[config.mk]
export PLATFORM = sky130hd
export DESIGN_NAME = shadd_unit
export DESIGN_NICKNAME = d
export VERILOG_FILES = /design/src/rtl/shadd_pkg.sv /design/src/rtl/shadd_shift_levels.sv /design/src/rtl/shadd_operand_sel.sv /design/src/rtl/shadd_unit.sv
export SDC_FILE = /design/constraint.sdc
export NUM_CORES = 1
export LEC_CHECK = 0
export ABC_CLOCK_PERIOD_IN_PS = 7100
export BUFFER_PORTS_ARGS = -buffer_cell sky130_fd_sc_hd__buf_2
export CAP_MARGIN = 20
export CORE_MARGIN = 10
export CORE_UTILIZATION = 55
export CTS_CLUSTER_DIAMETER = 150
export CTS_CLUSTER_SIZE = 10
export DETAILED_ROUTE_END_ITERATION = 10
export GPL_ROUTABILITY_DRIVEN = 0
export GPL_TIMING_DRIVEN = 0
export HOLD_SLACK_MARGIN = 0.06
export PLACE_DENSITY = 0.75
export SLEW_MARGIN = 20
export SYNTH_ARGS = -nofsm -noshare
export SYNTH_HDL_FRONTEND = slang
export SYNTH_SLANG_ARGS = --single-unit
[constraint.sdc]
create_clock -name clk -period 7.1 [get_ports clk]
set_input_delay 0.355 -clock clk [delete_from_list [all_inputs] [get_ports clk]]
set_output_delay 0.355 -clock clk [all_outputs]
set_load 0.05 [all_outputs]
[src/rtl/shadd_pkg.sv]
package shadd_pkg;
  localparam int DW = 64;
  localparam int SW = $clog2(DW);
  typedef logic [DW-1:0] word_t;

  // One barrel level: conditionally shift left by 2**lvl.
  function automatic word_t lvl_shift(word_t v, int lvl, logic en);
    return en ? (v << (1 << lvl)) : v;
  endfunction

  // Wrapping sum of addend and shifted operand.
  function automatic word_t wrap_add(word_t x, word_t y);
    return x + y;
  endfunction
endpackage

[src/rtl/shadd_shift_levels.sv]
module shadd_shift_levels
  import shadd_pkg::*;
#(
  parameter int LO = 0,
  parameter int HI = 3
) (
  input  word_t             din,
  input  logic [HI-LO-1:0]  amt_bits,
  output word_t             dout
);
  localparam int NLV = HI - LO;
  word_t stg [NLV+1];

  assign stg[0] = din;
  for (genvar i = 0; i < NLV; i++) begin : g_lvl
    assign stg[i+1] = lvl_shift(stg[i], LO + i, amt_bits[i]);
  end
  assign dout = stg[NLV];
endmodule

[src/rtl/shadd_operand_sel.sv]
module shadd_operand_sel
  import shadd_pkg::*;
(
  input  word_t reg_opnd,
  input  word_t fwd_opnd,
  input  logic  pick_fwd,
  input  logic  zero_it,
  output word_t addend
);
  always_comb begin
    if (zero_it)       addend = '0;
    else if (pick_fwd) addend = fwd_opnd;
    else               addend = reg_opnd;
  end
endmodule

[src/rtl/shadd_unit.sv]
module shadd_unit
  import shadd_pkg::*;
#(
  parameter int FAST_MAX = 4
) (
  input  logic          clk,
  input  logic          rst_n,
  input  logic          op_valid,
  input  logic [DW-1:0] op_a,
  input  logic [DW-1:0] op_b,
  input  logic [SW-1:0] shamt,
  input  logic          use_bypass,
  input  logic          shift_only,
  output logic          busy,
  output logic          res_valid,
  output logic [DW-1:0] res_data
);
  localparam int EARLY_LVLS = $clog2(FAST_MAX + 1);
  localparam int LATE_LVLS  = SW - EARLY_LVLS;

  word_t res_q, addend, early_b, late_b, fast_sum, slow_sum;
  word_t pend_a, pend_b;
  logic [LATE_LVLS-1:0] pend_amt;
  logic busy_q, vld_q;

  // Named events for the checker.
  logic acc_fire, acc_fast;
  assign acc_fire = op_valid & ~busy_q;
  assign acc_fast = acc_fire & (shamt <= SW'(FAST_MAX));

  shadd_operand_sel u_sel (
    .reg_opnd (op_a),
    .fwd_opnd (res_q),
    .pick_fwd (use_bypass),
    .zero_it  (shift_only),
    .addend   (addend)
  );

  shadd_shift_levels #(.LO(0), .HI(EARLY_LVLS)) u_early (
    .din      (op_b),
    .amt_bits (shamt[EARLY_LVLS-1:0]),
    .dout     (early_b)
  );

  shadd_shift_levels #(.LO(EARLY_LVLS), .HI(SW)) u_late (
    .din      (pend_b),
    .amt_bits (pend_amt),
    .dout     (late_b)
  );

  assign fast_sum = wrap_add(addend, early_b);
  assign slow_sum = wrap_add(pend_a, late_b);

  always_ff @(posedge clk) begin
    if (!rst_n) begin
      res_q    <= '0;
      vld_q    <= 1'b0;
      busy_q   <= 1'b0;
      pend_a   <= '0;
      pend_b   <= '0;
      pend_amt <= '0;
    end else if (busy_q) begin
      res_q  <= slow_sum;
      vld_q  <= 1'b1;
      busy_q <= 1'b0;
    end else if (acc_fast) begin
      res_q  <= fast_sum;
      vld_q  <= 1'b1;
    end else if (acc_fire) begin
      pend_a   <= addend;
      pend_b   <= early_b;
      pend_amt <= shamt[SW-1:EARLY_LVLS];
      busy_q   <= 1'b1;
      vld_q    <= 1'b0;
    end else begin
      vld_q <= 1'b0;
    end
  end

  assign busy      = busy_q;
  assign res_valid = vld_q;
  assign res_data  = res_q;
endmodule

-- Word level (Yosys, flattened, before mapping)
Cells that the tools add are included.
- register bits after elaboration: 197
- bits of input ports: 139
- logic and storage cells: 30
- add/subtract/negate cells: 2
- $lt $le $gt $ge: 1
- multiplexer cells: 13
- bitwise logic cells: 5
- reduce and logical (&&, ||, !) cells: 3
- operators with widths (operator ; number):
    $mux W64 ; 10
    $add A64 B64 Y64 ; 2
    $le A6 B3 Y1 const B ; 1
    $mux W1 ; 3
    $not A1 Y1 ; 3
    $reduce_and A3 Y1 ; 1
    $reduce_or A3 Y1 ; 1
    $and A1 B1 Y1 ; 2
    $reduce_bool A2 Y1 ; 1

-- Logic depth before layout (Yosys ltp)
- word-level depth: 6
- gate-level depth with buffers: 19

-- Hierarchy
A second synthesis with hierarchy kept.
- cell total of the unflattened synthesis: 2687
- area, all modules: 19781.5 µm²
- modules (own cells, without submodules) (module ; times used ; cells each ; area an instance (µm²) ; sequential area each (µm²)):
    shadd_unit ; 1 ; 2008 ; 14696.6 ; 3943.8
    shadd_shift_levels at u_early ; 1 ; 302 ; 2172.1 ; 0.0
    shadd_shift_levels at u_late ; 1 ; 235 ; 1903.1 ; 0.0
    shadd_operand_sel ; 1 ; 142 ; 1009.7 ; 0.0

-- Worst setup path before layout
No wires, ideal clock.
- path type: register -> register
- start: reg pend_amt[1]
- end: reg res_q[53], in the netlist res_data[53]
- setup time: 0.138 ns
- data arrival time: 4.004 ns
- slack: 2.958 ns
- stages on the path, launching flop included: 20
- period minus slack after synthesis: 4.142 ns
- cell sequence: dfxtp_1 -> clkbuf_1 -> clkbuf_1 -> clkbuf_1 -> mux2i_1 -> nor2_1 -> a21oi_1 -> nor2_1 -> ha_1 -> clkbuf_1 -> nand4_1 -> or2_2 -> o22ai_1 -> or3_1 -> o22a_1 -> a21o_1 -> a211oi_2 -> nand2_1 -> xnor2_1 -> o221ai_1
- cells in the longest elaborated chain, start to end: 4
- RTL lines (what ; RTL line ; RTL):
    start: declaration ; shadd_unit.sv:23 ; logic [LATE_LVLS-1:0] pend_amt;
    start signal: assignment ; shadd_unit.sv:72 ; pend_amt <= shamt[SW-1:EARLY_LVLS];
    $mux W64 (2 in a row) ; shadd_pkg.sv:8 ; return en ? (v << (1 << lvl)) : v;
    $add A64 B64 Y64 ; shadd_pkg.sv:13 ; return x + y;
    $mux W64 ; shadd_unit.sv:62 ; end else if (busy_q) begin
    end signal: assignment ; shadd_unit.sv:63 ; res_q <= slow_sum;
    end signal: assignment ; shadd_unit.sv:67 ; res_q <= fast_sum;
    end: declaration ; shadd_unit.sv:21 ; word_t res_q, addend, early_b, late_b, fast_sum, slow_sum;
No other way between the ends.
A chain may end at the register's enable or synchronous reset.

-- Final worst setup path
- start: reg pend_amt[1]
- end: reg res_q[55], in the netlist res_data[55]
The elaborated chain is that of the path after synthesis.

==> out/metrics.cfg <==
[outcome]
status = finished with violations
violations = design-rule violations

[timing]
max_slew_margin = 0.1799
fin_tns_setup_ns = 0
finalMaxSlewViolations = 0
hold_viol = 0
rsz0062_at_grt = false
skew_ns = 0.01477
period_minus_slack_ns = 6.169
setup_viol = 0
timing.final.crit_share = 0.8688
fmax_ghz = 0.1621
worst_pin_slew_ns = 1.230

[power]
combPwrFrac = 0.422
seq_power_share = 0.313
leakage_nw = 9.630
power.density_nw_per_um2 = 181.7
switchingPower_mw = 1.685
clock_power_share = 0.265
internal_power_mw = 2.296
swShare = 0.4233
peakVddDrop_mv = 0.2028

[yosys]
synth_cell_type_count = 94
synth-async-reset-ratio = 0
ys_ff_latch = 197
ys_seq_area_frac = 0.2001
synth_warnings = 0
netlist_area_um2 = 19710
synth.avg_cell_area_um2 = 7.374
syn-instance-count = 2673
synth_edf_count = 0
mappedNetlistNets = 2940
ys.flop_type = dfxtp_1

[clocking]
insertion_delay_ns = 0.48
clock-sinks = 197
post-cts-setup-buffers = 0
post_cts_resized = 0
cts_hold_buf = 0
htreeDepth = 4
tritoncts = done
cts-buffers-inserted = 17
clk_path_buf_depth = 2
path_clk_slew_ns = 0.08
cts_root_buf = clkbuf_16

[worst_setup_path]
crit_chain = clkbuf_1 > clkbuf_1 > clkbuf_1 > mux2i_1 > a211oi_1 > ha_1 > and3_1 > nand2_1 > nor2_1 > nand3_1 > a211oi_1 > o211ai_1 > a211oi_1 > o21ai_0 > a21oi_1 > a211oi_2
crit_path_max_fanout = 10
startpoint_type = flop
critPathRequiredTime_ns = 7.45
crit_path_end = res_data[55]
r2r_end = res_data[55]
rr_worst_depth = 16
critPathArrivalTime_ns = 6.52
r2r_setup_slack_ns = 0.93
critPathMaxStageDelay_ns = 0.90
regToRegStartpoint = pend_amt[1]
cp-end-kind = flop
cp_slowest_cell = a211oi_1
path_class = flop to flop
crit_start = pend_amt[1]

[route]
via_per_inst = 6.728
ant_nets = 0
firstDrtPassIters = 11
wl_per_cell_um = 25.16
post-route-drc-count = 2
drtIter0Drc = 3295
vias = 22630
totalWireLength_um = 84630

[finish]
nets = 3160
regArea_um2 = 3944
n_fill_cell = 3226
post-route-util = 0.6173
drive_gt1_frac = 0.1378
num_antenna_cells = 0
area_growth_pct = 11.12
final_cells = 3364
multi_input_area_um2 = 14780
final_cell_mix = 432 x nand2_1, 369 x a21oi_1, 243 x nor2_1, 232 x mux2i_1, 212 x buf_2
layout_commonest_cell = nand2_1

[global_routing]
grt_max_degree = 17
grt_pass1_wl_um = 124700
antenna_found_initial = 0
grt_usage = 0.3637
grt_pass1_vias = 21360
grt_overflow_total = 0

[floorplanning]
coreArea_um2 = 35480
pin_count = 205
num_rows = 69
die-width_um = 209.3
die_h_um = 209.3
start_util = 0.5555
design.die.area_um2 = 43810

[min_path]
hp-class = primary input to flop

[placement]
portBuffers = 200
dp.cells = 3334
hpwl_um = 67700

[run]
drv_cap = 0

[synthesized netlist by cell type, types with 16 or more instances]
library cell | instances | share of area
a211oi_1 | 38 | 0.014
a21o_1 | 75 | 0.029
a21oi_1 | 369 | 0.094
and3_1 | 16 | 0.0051
buf_1 | 18 | 0.0034
clkbuf_1 | 154 | 0.029
dfxtp_1 | 197 | 0.20
ha_1 | 126 | 0.080
inv_1 | 33 | 0.0063
mux2_2 | 82 | 0.047
mux2i_1 | 232 | 0.12
nand2_1 | 432 | 0.082
nand3_1 | 34 | 0.0086
nand4_1 | 51 | 0.016
nor2_1 | 243 | 0.046
nor3_1 | 24 | 0.0061
o211ai_1 | 19 | 0.0072
o21ai_0 | 109 | 0.028
o21bai_1 | 33 | 0.013
o22ai_1 | 16 | 0.0051
xnor2_1 | 72 | 0.032
xor2_1 | 39 | 0.017
[metal layers]
| metal | vias up | part of all wire | global-route usage |
|---|---|---|---|
| li1 | 10050 | - | - |
| met1 | 10330 | 0.36 | 0.4271 |
| met2 | 1763 | 0.41 | 0.5503 |
| met3 | 488 | 0.13 | 0.1105 |
| met4 | 0 | 0.095 | 0.2714 |
| met5 | - | 0 | 0 |
[stage by stage]
step           power (mW)  hold slack [ns]  area, µm²  worst slack, ns
6_report            3.980           0.1528      21900           0.9312
5_1_grt             4.079           0.1875      21900           0.7262
3_5_place_dp        2.849           0.4512      21290            1.407
3_3_place_gp        2.820           0.4478      21290            1.424
4_1_cts             3.863           0.1649      21890            1.373
2_1_floorplan       2.353           0.4338      19710            2.958
[critical path, delay by kind of cell (launching register included)]
kind / cells / cell delay [ns]
buffers and inverters: 3 / 1.48
adder cells (fa/ha/maj): 1 / 0.32
multiplexers: 1 / 0.27
AO/OA/AOI/OAI: 7 / 2.80
flip-flops: 1 / 0.31
AND/OR/NAND/NOR: 4 / 0.86
[power groups by stage]
stage / Sequential (mW) / Combinational, mW / Clock (mW)
2_1_floorplan: 1.33 / 1.03 / 0
3_3_place_gp: 1.26 / 1.56 / 0
3_5_place_dp: 1.26 / 1.59 / 0
4_1_cts: 1.24 / 1.60 / 1.03
5_1_grt: 1.25 / 1.76 / 1.07
6_report: 1.25 / 1.68 / 1.05
[state kept, by name (all words and copies together) (netlist names)]
signal     count
res_data      64
pend_a        64
pend_b        64
res_valid      1
pend_amt       3
busy           1
[worst min path at each step]
| stage | depth (start not counted) | startpoint | slack (ns) | end |
|---|---|---|---|---|
| 2_1_floorplan | 2 | pend_b[48] | 0.43 | pend_b[48] |
| 3_3_place_gp | 2 | pend_a[42] | 0.45 | pend_a[42] |
| 3_5_place_dp | 2 | pend_a[9] | 0.45 | pend_a[9] |
| 4_1_cts | 3 | shamt[4] | 0.16 | pend_amt[1] |
| 5_1_grt | 3 | shamt[3] | 0.19 | pend_amt[0] |
| 6_report | 3 | shamt[4] | 0.15 | pend_amt[1] |
[cells by family after synthesis]
family / after synthesis / share of synthesized area
muxes: 315 / 0.1658
and+or+nand+nor: 877 / 0.1913
DFF: 197 / 0.2001
xor gates and xnor gates: 112 / 0.05015
AOI/OAI and AO/OA: 809 / 0.2605
buffers and inverters: 235 / 0.05021
adders and majority gates: 128 / 0.08201
[area by class of cell]
cell class              instances  area share
plain buffers                 202     0.03959
inverters                      33    0.005655
clock buffers                  22     0.02165
well taps                     461     0.02633
multi-input cells            2241      0.6749
repair buffers                201     0.04621
flip-flops and latches        197      0.1801
clock inverters                 7    0.005598
Power figures use the tool's default switching activity.
